[src/rtl/fetch_status_pkg.sv]
package fetch_status_pkg;

  localparam int STAGE_CNT = 4;

  typedef enum logic [3:0] {
    ST_RUN       = 4'd0,
    ST_IDLE      = 4'd1,
    ST_SQUASH    = 4'd2,
    ST_BLOCK     = 4'd3,
    ST_TRAP      = 4'd4,
    ST_QUIESCE   = 4'd5,
    ST_WAITRESP  = 4'd6,
    ST_WAITRETRY = 4'd7,
    ST_LINEREADY = 4'd8
  } fstate_e;

  // Per-thread strobes from control to the tracking datapath.
  typedef struct packed {
    logic tagBump;
    logic slotTake;
    logic slotFree;
    logic dropResp;
  } fstrobe_t;

endpackage

[src/rtl/fetch_track_dp.sv]
module fetch_track_dp
  import fetch_status_pkg::*;
#(
  parameter int NT    = 2,
  parameter int TAG_W = 3,
  parameter int CNT_W = 8,
  parameter int TID_W = 1
) (
  input  logic                      clk,
  input  logic                      rstN,
  input  logic [NT*STAGE_CNT-1:0]   stallSet,
  input  logic [NT*STAGE_CNT-1:0]   stallClr,
  input  logic                      ctxSwitch,
  input  fstrobe_t [NT-1:0]         strobes,
  output logic [NT-1:0]             stallAny,
  output logic [NT*TAG_W-1:0]       tagVec,
  output logic                      slotValid,
  output logic [TID_W-1:0]          slotTid,
  output logic [CNT_W-1:0]          dropCount
);

  logic [NT*STAGE_CNT-1:0] stallQ, stallD;
  logic                    slotValidD;
  logic [TID_W-1:0]        slotTidD;
  logic [CNT_W-1:0]        dropInc;

  // Sticky stall bits; the check uses this cycle's updated value.
  assign stallD = (stallQ | stallSet) & ~stallClr;

  always_ff @(posedge clk or negedge rstN) begin
    if (!rstN) stallQ <= '0;
    else       stallQ <= stallD;
  end

  for (genvar t = 0; t < NT; t++) begin : g_thr
    logic [TAG_W-1:0] tagQ;
    assign stallAny[t] = (|stallD[t*STAGE_CNT +: STAGE_CNT]) | ctxSwitch;
    assign tagVec[t*TAG_W +: TAG_W] = tagQ;
    always_ff @(posedge clk or negedge rstN) begin
      if (!rstN)                 tagQ <= '0;
      else if (strobes[t].tagBump) tagQ <= tagQ + 1'b1;
    end
  end

  // Shared retry slot: a free and a take never meet in one cycle.
  always_comb begin
    slotValidD = slotValid;
    slotTidD   = slotTid;
    dropInc    = '0;
    for (int t = 0; t < NT; t++) begin
      if (strobes[t].slotFree) slotValidD = 1'b0;
      dropInc = dropInc + CNT_W'(strobes[t].dropResp);
    end
    for (int t = 0; t < NT; t++) begin
      if (strobes[t].slotTake) begin
        slotValidD = 1'b1;
        slotTidD   = TID_W'(t);
      end
    end
  end

  always_ff @(posedge clk or negedge rstN) begin
    if (!rstN) begin
      slotValid <= 1'b0;
      slotTid   <= '0;
      dropCount <= '0;
    end else begin
      slotValid <= slotValidD;
      slotTid   <= slotTidD;
      dropCount <= dropCount + dropInc;
    end
  end

endmodule

[src/rtl/fetch_status_fsm.sv]
module fetch_status_fsm
  import fetch_status_pkg::*;
#(
  parameter int NT    = 2,
  parameter int TAG_W = 3,
  parameter int TID_W = 1
) (
  input  logic                  clk,
  input  logic                  rstN,
  input  logic [NT-1:0]         commitSquash,
  input  logic [NT-1:0]         robSquashing,
  input  logic [NT-1:0]         decodeSquash,
  input  logic [NT-1:0]         trapEv,
  input  logic [NT-1:0]         quiesceEv,
  input  logic [NT-1:0]         wakeEv,
  input  logic [NT-1:0]         fetchSlot,
  input  logic                  sendValid,
  input  logic [TID_W-1:0]      sendTid,
  input  logic                  sendAccept,
  input  logic                  retryOk,
  input  logic                  respValid,
  input  logic [TID_W-1:0]      respTid,
  input  logic [TAG_W-1:0]      respTag,
  input  logic [NT-1:0]         stallAny,
  input  logic [NT*TAG_W-1:0]   tagVec,
  input  logic                  slotValid,
  input  logic [TID_W-1:0]      slotTid,
  output logic [NT*4-1:0]       threadStatus,
  output fstrobe_t [NT-1:0]     strobes
);

  for (genvar t = 0; t < NT; t++) begin : g_thr
    fstate_e  cur, nxt;
    fstrobe_t sb;
    logic owns, sendMine, respMine, respHit, squashNow, stallable;

    always_comb begin
      owns      = slotValid && (slotTid == TID_W'(t));
      sendMine  = sendValid && (sendTid == TID_W'(t));
      respMine  = respValid && (respTid == TID_W'(t));
      respHit   = respMine && (cur == ST_WAITRESP) &&
                  (respTag == tagVec[t*TAG_W +: TAG_W]);
      squashNow = commitSquash[t] | robSquashing[t] |
                  (decodeSquash[t] && (cur != ST_SQUASH));
      stallable = !(cur inside {ST_WAITRESP, ST_WAITRETRY, ST_TRAP, ST_QUIESCE});
      nxt = cur;
      sb  = '0;
      if (squashNow) begin
        nxt         = ST_SQUASH;
        sb.slotFree = owns;
      end else if (respHit) begin
        nxt = stallAny[t] ? ST_BLOCK : ST_LINEREADY;
      end else if ((trapEv[t] || quiesceEv[t]) && stallable) begin
        nxt = trapEv[t] ? ST_TRAP : ST_QUIESCE;
      end else if (stallAny[t] && stallable) begin
        nxt = ST_BLOCK;
      end else if (cur == ST_BLOCK || cur == ST_SQUASH) begin
        nxt = ST_RUN;
      end else if (wakeEv[t] && (cur == ST_TRAP || cur == ST_QUIESCE)) begin
        nxt = ST_RUN;
      end else if (cur == ST_LINEREADY && fetchSlot[t]) begin
        nxt = ST_RUN;
      end else if (cur == ST_RUN && sendMine) begin
        sb.tagBump = 1'b1;
        if (sendAccept) begin
          nxt = ST_WAITRESP;
        end else begin
          nxt         = ST_WAITRETRY;
          sb.slotTake = 1'b1;
        end
      end else if (cur == ST_WAITRETRY && owns && retryOk) begin
        nxt         = ST_WAITRESP;
        sb.slotFree = 1'b1;
      end
      sb.dropResp = respMine && !(respHit && !squashNow);
    end

    always_ff @(posedge clk or negedge rstN) begin
      if (!rstN) cur <= ST_RUN;
      else       cur <= nxt;
    end

    assign threadStatus[t*4 +: 4] = cur;
    assign strobes[t]             = sb;
  end

endmodule

[src/rtl/fetch_thread_status.sv]
module fetch_thread_status
  import fetch_status_pkg::*;
#(
  parameter int NT    = 2,
  parameter int TAG_W = 3,
  parameter int CNT_W = 8,
  localparam int TID_W = (NT > 1) ? $clog2(NT) : 1
) (
  input  logic                     clk,
  input  logic                     rstN,
  input  logic [NT-1:0]            activeMask,
  input  logic [NT*STAGE_CNT-1:0]  stallSet,
  input  logic [NT*STAGE_CNT-1:0]  stallClr,
  input  logic                     ctxSwitch,
  input  logic [NT-1:0]            commitSquash,
  input  logic [NT-1:0]            robSquashing,
  input  logic [NT-1:0]            decodeSquash,
  input  logic [NT-1:0]            trapEv,
  input  logic [NT-1:0]            quiesceEv,
  input  logic [NT-1:0]            wakeEv,
  input  logic [NT-1:0]            fetchSlot,
  input  logic                     sendValid,
  input  logic [TID_W-1:0]         sendTid,
  input  logic                     sendAccept,
  input  logic                     retryOk,
  input  logic                     respValid,
  input  logic [TID_W-1:0]         respTid,
  input  logic [TAG_W-1:0]         respTag,
  output logic [NT*4-1:0]          threadStatus,
  output logic [NT*TAG_W-1:0]      reqTag,
  output logic                     cacheBlocked,
  output logic [CNT_W-1:0]         dropCount,
  output logic                     stageActive
);

  fstrobe_t [NT-1:0] strobes;
  logic [NT-1:0]     stallAny;
  logic              slotValid;
  logic [TID_W-1:0]  slotTid;

  fetch_track_dp #(.NT(NT), .TAG_W(TAG_W), .CNT_W(CNT_W), .TID_W(TID_W)) uDp (
    .clk(clk), .rstN(rstN), .stallSet(stallSet), .stallClr(stallClr),
    .ctxSwitch(ctxSwitch), .strobes(strobes), .stallAny(stallAny),
    .tagVec(reqTag), .slotValid(slotValid), .slotTid(slotTid),
    .dropCount(dropCount)
  );

  fetch_status_fsm #(.NT(NT), .TAG_W(TAG_W), .TID_W(TID_W)) uFsm (
    .clk(clk), .rstN(rstN), .commitSquash(commitSquash),
    .robSquashing(robSquashing), .decodeSquash(decodeSquash),
    .trapEv(trapEv), .quiesceEv(quiesceEv), .wakeEv(wakeEv),
    .fetchSlot(fetchSlot), .sendValid(sendValid), .sendTid(sendTid),
    .sendAccept(sendAccept), .retryOk(retryOk), .respValid(respValid),
    .respTid(respTid), .respTag(respTag), .stallAny(stallAny),
    .tagVec(reqTag), .slotValid(slotValid), .slotTid(slotTid),
    .threadStatus(threadStatus), .strobes(strobes)
  );

  assign cacheBlocked = slotValid;

  always_comb begin
    stageActive = 1'b0;
    for (int t = 0; t < NT; t++) begin
      if (activeMask[t] && (threadStatus[t*4 +: 4] inside
          {ST_RUN, ST_SQUASH, ST_LINEREADY}))
        stageActive = 1'b1;
    end
  end

endmodule

[config.mk]
export PLATFORM = sky130hd
export DESIGN_NAME = fetch_thread_status
export DESIGN_NICKNAME = d
export VERILOG_FILES = /design/src/rtl/fetch_status_pkg.sv /design/src/rtl/fetch_track_dp.sv /design/src/rtl/fetch_status_fsm.sv /design/src/rtl/fetch_thread_status.sv
export SDC_FILE = /design/constraint.sdc
export NUM_CORES = 1
export LEC_CHECK = 0
export ABC_AREA = 1
export CELL_PAD_IN_SITES_DETAIL_PLACEMENT = 2
export CELL_PAD_IN_SITES_GLOBAL_PLACEMENT = 2
export CORE_MARGIN = 2
export CORE_UTILIZATION = 33
export DETAILED_ROUTE_END_ITERATION = 6
export DONT_BUFFER_PORTS = 1
export PLACE_DENSITY = 0.88
export RECOVER_POWER = 100
export SKIP_LAST_GASP = 1
export SYNTH_ARGS = -nofsm -noshare
export SYNTH_HDL_FRONTEND = slang
export SYNTH_SLANG_ARGS = --single-unit
[constraint.sdc]
create_clock -name clk -period 3.6 [get_ports clk]
set_clock_uncertainty 0.1 [all_clocks]
set_input_delay 0.54 -clock clk [delete_from_list [all_inputs] [get_ports clk]]
set_output_delay 0.54 -clock clk [all_outputs]
set_load 0.02 [all_outputs]
==> flow_summary.yaml, run 1 <==
clocking:
  cts_resized: 0
  clockBufferDepth: 2
  clock_latency_ps: 290
  postCtsHoldBufs: 2
  cts.htree.levels: 2
  path_clk_slew_ps: 70
  cts_buffers: 5
  postCtsSetupRepairBufs: 0
  cts.sinks: 32
  cts_root_buf: "clkbuf_8"
  cts_tree: "done"
synth:
  synthFlopType: "dfrtp_1"
  synth_most_common_cell: "nand2_1"
  ys_ff_latch: 32
  synth_cell_types: 29
  yosysSeqAreaShare_pct: 40.6
  yosys-top-cells-area: "dfrtp_1 (41%), nand2_1 (12%), nor2_1 (8.6%)"
  syn_area_mm2: 0.00197
  synth.avg_cell_area_um2: 7.48
  yosysTopAreaCell: "dfrtp_1"
  synth-edff-count: 0
  postSynthCellCount: 264
  synth_top_area_share_pct: 40.6
  postSynth.asyncResetShare_pct: 100
  syn_nets: 314
  synth_common_cells: "nand2_1 (65), nor2_1 (45), dfrtp_1 (32), inv_1 (32), nand3_1 (23)"
  yosys_warnings: 0
critical_path:
  worstPathRequired_ps: 3670
  crit_fanout: 6
  start_kind: "register"
  slowest_delay_ps: 490
  slowest_stage: "dfrtp_1"
  crit_top_cell: "nor2_1"
  arrival_ps: 3200
  end_kind: "register"
  crit_type: "reg -> reg"
  crit_chain: "inv_1 > nor2_1 > nand3_1 > nor2_1 > a21oi_1 > ha_1 > ha_1 > inv_1 > fa_1 > nor2_1 > nand3_1 > xor2_1"
sta:
  setup_viol: 0
  fin_crit_ps: 3120
  maxSlewViolCount: 33
  relSlewSlack_pct: -20.3
  fin_crit_sh_pct: 86.8
  max_freq_ghz: 0.320
  fin_tns_setup_ps: 0
  rsz0062_at_grt: "no"
  final_hold_viol_count: 0
  worst_slew_pin_slew_ps: 1800
floorplan:
  ios: 68
  initial_core_util_pct: 33.7
  die_w_um: 81.4
  core_area_mm2: 0.00585
  dieArea_mm2: 0.00662
  rows: 28
  fp.dieH_um: 81.4
power:
  combPwrFrac_pct: 17.1
  p_per_area_mw_per_mm2: 495
  power_frac_seq_pct: 50.1
  ir_drop_mv: 0.191
  pwr-share-clk_pct: 32.8
  fin_total_pwr_uw: 1070
  leakagePower_uw: 0.00106
  switching_share_pct: 35.8
  power.internal_uw: 686
  p_sw_uw: 383
global_routing:
  track_usage_pct: 20.1
  grtUsageMet1_pct: 21.7
  grt.busiest_layer: "met2"
  grt_pass1_vias: 1970
  antenna_found_initial: 0
  grt_max_degree: 33
  met2_usage_pct: 38.4
  grt_pass1_wl_um: 10000
  grtUsageMet3_pct: 4.44
  grt-ovfl-total: 0
routing:
  drc_errors: 0
  vias: 1773
  drt.antenna.violating_nets: 0
  drt_first_pass_iters: 4
  first_iter_violations: 36
  route.detailed.wl_per_inst_um: 17.3
  vias_per_cell: 5.08
  wl_um: 6050
cells_and_area:
  drive_gt1_share_pct: 7.30
  antenna_cells: 0
  finalNetCount: 323
  syn_to_final_growth_pct: 9.32
placement:
  globalplace.congestion: 0.788
  dpl.hpwl_um: 4500
  io_buffers: 0
outcome:
  violations: "max-capacitance violations, max-slew violations"
  status: "finished with violations"
run:
  drv_cap: 1
min_path:
  min_path_type: "in -> reg"
[through the flow]
stage                     utilization [%]  setup slack (ps)  cell area (um2)  hold slack [ps]  instances
final                                36.9               477             2160              223        349
after global routing                 36.9               172             2160              216        349
after CTS                            37.7               526             2210              217        349
after detailed placement             35.4               630             2070              145        339
after global placement               35.4               729             2070              145        339
after floorplan                         -               902             1970              144        264
[per-layer routing]
metal	share of wire (%)	vias up
met5	0	-
met4	1.7	0
met3	4.0	9
met2	56	33
met1	38	880
li1	-	851
[registers in the layout, summed over array words and instances, names as in the netlist]
register,cells
uDp.slotTid,1
uFsm.g_thr.cur,8
uDp.stallQ,8
uDp.dropCount,8
uDp.g_thr.tagQ,6
uDp.slotValid,1
[worst paths after layout]
kind                                      startpoint                    to  slack (ps)  cells past startpoint
worst max-delay path            uFsm.g_thr[0].cur[2]      uDp.dropCount[6]         480                     12
worst min-delay path                     stallClr[7]         uDp.stallQ[7]         220                      1
worst max register to register  uFsm.g_thr[0].cur[2]      uDp.dropCount[6]         480                     12
worst min register to register         uDp.stallQ[6]         uDp.stallQ[6]         410                      2
max in group asynchronous                       rstN  uDp.g_thr[0].tagQ[0]        1190                      2
min in group asynchronous                       rstN  uDp.g_thr[1].tagQ[2]        1170                      2
[cell usage in the layout (no fill, tap or decap), types with 2 or more instances in the layout]
cell type / instances
inv_2: 5
nand2_1: 65
nor2_4: 3
clkbuf_8: 5
nor3_1: 3
inv_1: 32
a21oi_1: 4
nor2_1: 49
o21ai_0: 5
clkbuf_1: 2
nand3_1: 24
clkinv_1: 2
dfrtp_1: 32
ha_1: 5
o21ai_1: 3
xor2_1: 6
nand4_1: 8
xnor2_1: 7
[kinds of logic (layout without fill, tap and decap cells)]
family                     after synthesis  in the layout  synth area share (%)
buffers and inverters                   39             49                  7.41
AOI/OAI and AO/OA                       18             18                  5.89
and+or+nand+nor                        156            156                  36.2
adders and majority gates                6              6                  4.18
xor gates and xnor gates                13             13                  5.77
DFF                                     32             32                  40.6
[cell type report]
type | instances | area [um2]
Fill cell | 708 | 3690
Multi-Input combinational cell | 193 | 996
Timing Repair Buffer | 2 | 13.8
Tap cell | 75 | 93.8
Clock inverter | 2 | 35.0
Clock buffer | 6 | 72.6
Sequential cell | 32 | 801
Inverter | 39 | 146
[critical path, delay by kind of cell, from the launching register on]
| family | cells | cell delay, ps |
|---|---|---|
| buf+inv | 2 | 190 |
| compound gates | 1 | 150 |
| simple gates | 5 | 1020 |
| flops | 1 | 490 |
| fa+ha+maj | 3 | 880 |
| xor+xnor | 1 | 170 |
[power groups by stage]
stage / sequential (uW) / clock [uW] / combinational, uW
finish: 536 / 350 / 183
global route: 546 / 372 / 215
CTS: 536 / 360 / 193
detailed placement: 542 / 0 / 170
global placement: 542 / 0 / 158
floorplan: 525 / 0 / 136
(Power assumes the default switching activity.)
==> run 2, diff against run 1 <==
Settings changed: CTS_BUF_LIST set to sky130_fd_sc_hd__clkbuf_8.
==> run 2 against run 1 <==
- the flow still finishes with violations (max-capacitance violations, max-slew violations)
- die area stayed put
- first-iteration DRC count did not move
- register-to-register slack barely moved
- power shrank 0.20%
- utilization stayed put
- critical path type unchanged
- hold slack worse by 0.95 ps
==> flow_summary.yaml, run 2 (synthesized netlist as in run 1, its figures left out) <==
sta:
  setup_viol: 0
  max_freq_ghz: 0.320
  worst_slew_pin_slew_ps: 1800
  rsz0062_at_grt: "no"
  final_hold_viol_count: 0
  fin_crit_sh_pct: 86.8
  maxSlewViolCount: 33
  fin_crit_ps: 3120
  fin_hold_ws_ps: 222
  relSlewSlack_pct: -20.3
  fin_tns_setup_ps: 0
  fin_ws_ps: 476
critical_path:
  slowest_stage: "dfrtp_1"
  end_kind: "register"
  crit_type: "reg -> reg"
  reg2reg_depth: 12
  path_delay_family: "simple AND/OR/NAND/NOR gates"
  crit_chain: "inv_1 > nor2_1 > nand3_1 > nor2_1 > a21oi_1 > ha_1 > ha_1 > inv_1 > fa_1 > nor2_1 > nand3_1 > xor2_1"
  crit_fanout: 6
  worstPathRequired_ps: 3670
  arrival_ps: 3200
  r2r-end: "uDp.dropCount[6]"
  r2r-start: "uFsm.g_thr[0].cur[2]"
  startpoint: "uFsm.g_thr[0].cur[2]"
  crit_top_cell: "nor2_1"
  cp.depth: 12
  cp.buffers_inverters: 2
  slowest_delay_ps: 490
  critPathCapture: "uDp.dropCount[6]"
  start_kind: "register"
  r2r_slack_ps: 480
outcome:
  violations: "max-capacitance violations, max-slew violations"
  status: "finished with violations"
global_routing:
  grtUsageMet1_pct: 21.7
  track_usage_pct: 20.1
  met2_usage_pct: 38.4
  grt.busiest_layer: "met2"
  grt_pass1_vias: 1970
  grt-ovfl-total: 0
  grtUsageMet3_pct: 4.44
  grt_pass1_wl_um: 10000
  grt_max_degree: 33
  antenna_found_initial: 0
routing:
  vias_per_cell: 5.07
  first_iter_violations: 36
  drt.antenna.violating_nets: 0
  route.detailed.wl_per_inst_um: 17.3
  wl_um: 6050
  vias: 1771
  drt_first_pass_iters: 4
  drc_errors: 0
cells_and_area:
  top_regs: "uDp.dropCount x8, uDp.stallQ x8, uFsm.g_thr.cur x8"
  final_util_pct: 36.9
  antenna_cells: 0
  syn_to_final_growth_pct: 9.32
  drive_gt1_share_pct: 7.30
  layout_common_cells: "nand2_1 (65), nor2_1 (49), inv_1 (33), dfrtp_1 (32), nand3_1 (24)"
  finalNetCount: 323
  mostFrequentLayoutCell: "nand2_1"
power:
  combPwrFrac_pct: 17.2
  p_sw_uw: 383
  ir_drop_mv: 0.192
  fin_total_pwr_uw: 1070
  switching_share_pct: 35.9
  p_per_area_mw_per_mm2: 494
  power_frac_seq_pct: 50.2
  leakagePower_uw: 0.00106
  pwr-share-clk_pct: 32.6
  power.internal_uw: 684
floorplan:
  dieArea_mm2: 0.00662
  initial_core_util_pct: 33.7
  rows: 28
  die_w_um: 81.4
  fp.dieH_um: 81.4
  ios: 68
  core_area_mm2: 0.00585
clocking:
  clockBufferDepth: 2
  path_clk_slew_ps: 70
  cts.htree.levels: 2
  cts_buffers: 5
  cts_root_buf: "clkbuf_8"
  cts_tree: "done"
  postCtsHoldBufs: 2
  cts.sinks: 32
  cts_resized: 0
  clock_latency_ps: 290
  postCtsSetupRepairBufs: 0
min_path:
  min_path_type: "in -> reg"
  whs_path_depth: 1
placement:
  globalplace.congestion: 0.788
  dp_slack_ps: 630
  dpl.hpwl_um: 4500
  io_buffers: 0
run:
  drv_cap: 1
run 2: changes by cell type in the layout (fill, tap and decap cells not counted):
cell	before	now
inv_1	32	33
clkbuf_1	2	1
run 2: layout make-up:
| cell class | count | area (um2) |
|---|---|---|
| Tap cell | 75 | 93.8 |
| Clock inverter | 3 | 38.8 |
| Timing Repair Buffer | 2 | 13.8 |
| Multi-Input combinational cell | 193 | 996 |
| Clock buffer | 5 | 68.8 |
| Sequential cell | 32 | 801 |
| Inverter | 39 | 146 |
| Fill cell | 708 | 3690 |
run 2: per-layer routing:
metal / up-vias / wire length, um
li1: 850 / -
met1: 879 / 2320
met2: 33 / 3390
met3: 9 / 242
met4: 0 / 100
met5: - / 0
run 2: power groups by stage:
stage          clock network (uW)  logic [uW]  registers [uW]
2_1_floorplan                   0         136             525
3_3_place_gp                    0         158             542
3_5_place_dp                    0         170             542
4_1_cts                       357         193             536
5_1_grt                       369         215             546
6_report                      348         183             536
run 2: worst reg2reg max path: cells and delay by family, from the launching register on:
family	cells	cell delay, ps
simple gates	5	1030
fa+ha+maj	3	880
flops	1	490
buf+inv	2	190
xor+xnor	1	170
compound gates	1	150
run 2: how the worst min path moves through the flow:
stage	startpoint	endpoint	slack (ps)
floorplan	rstN	uDp.dropCount[0]	140
global placement	rstN	uDp.stallQ[3]	140
detailed placement	rstN	uDp.stallQ[1]	140
CTS	stallClr[7]	uDp.stallQ[7]	220
global route	stallClr[5]	uDp.stallQ[5]	220
finish	stallClr[4]	uDp.stallQ[4]	220
run 2: metrics by stage:
step	area [um2]	std cells
6_report	2160	349
5_1_grt	2160	349
4_1_cts	2210	349
3_5_place_dp	2070	339
3_3_place_gp	2070	339
2_1_floorplan	1970	264
==> run 3, diff against run 2 <==
Settings changed: TNS_END_PERCENT set to 50.
==> results of run 3 <==
Final layout, timing and power as in run 2 (identical DEF).
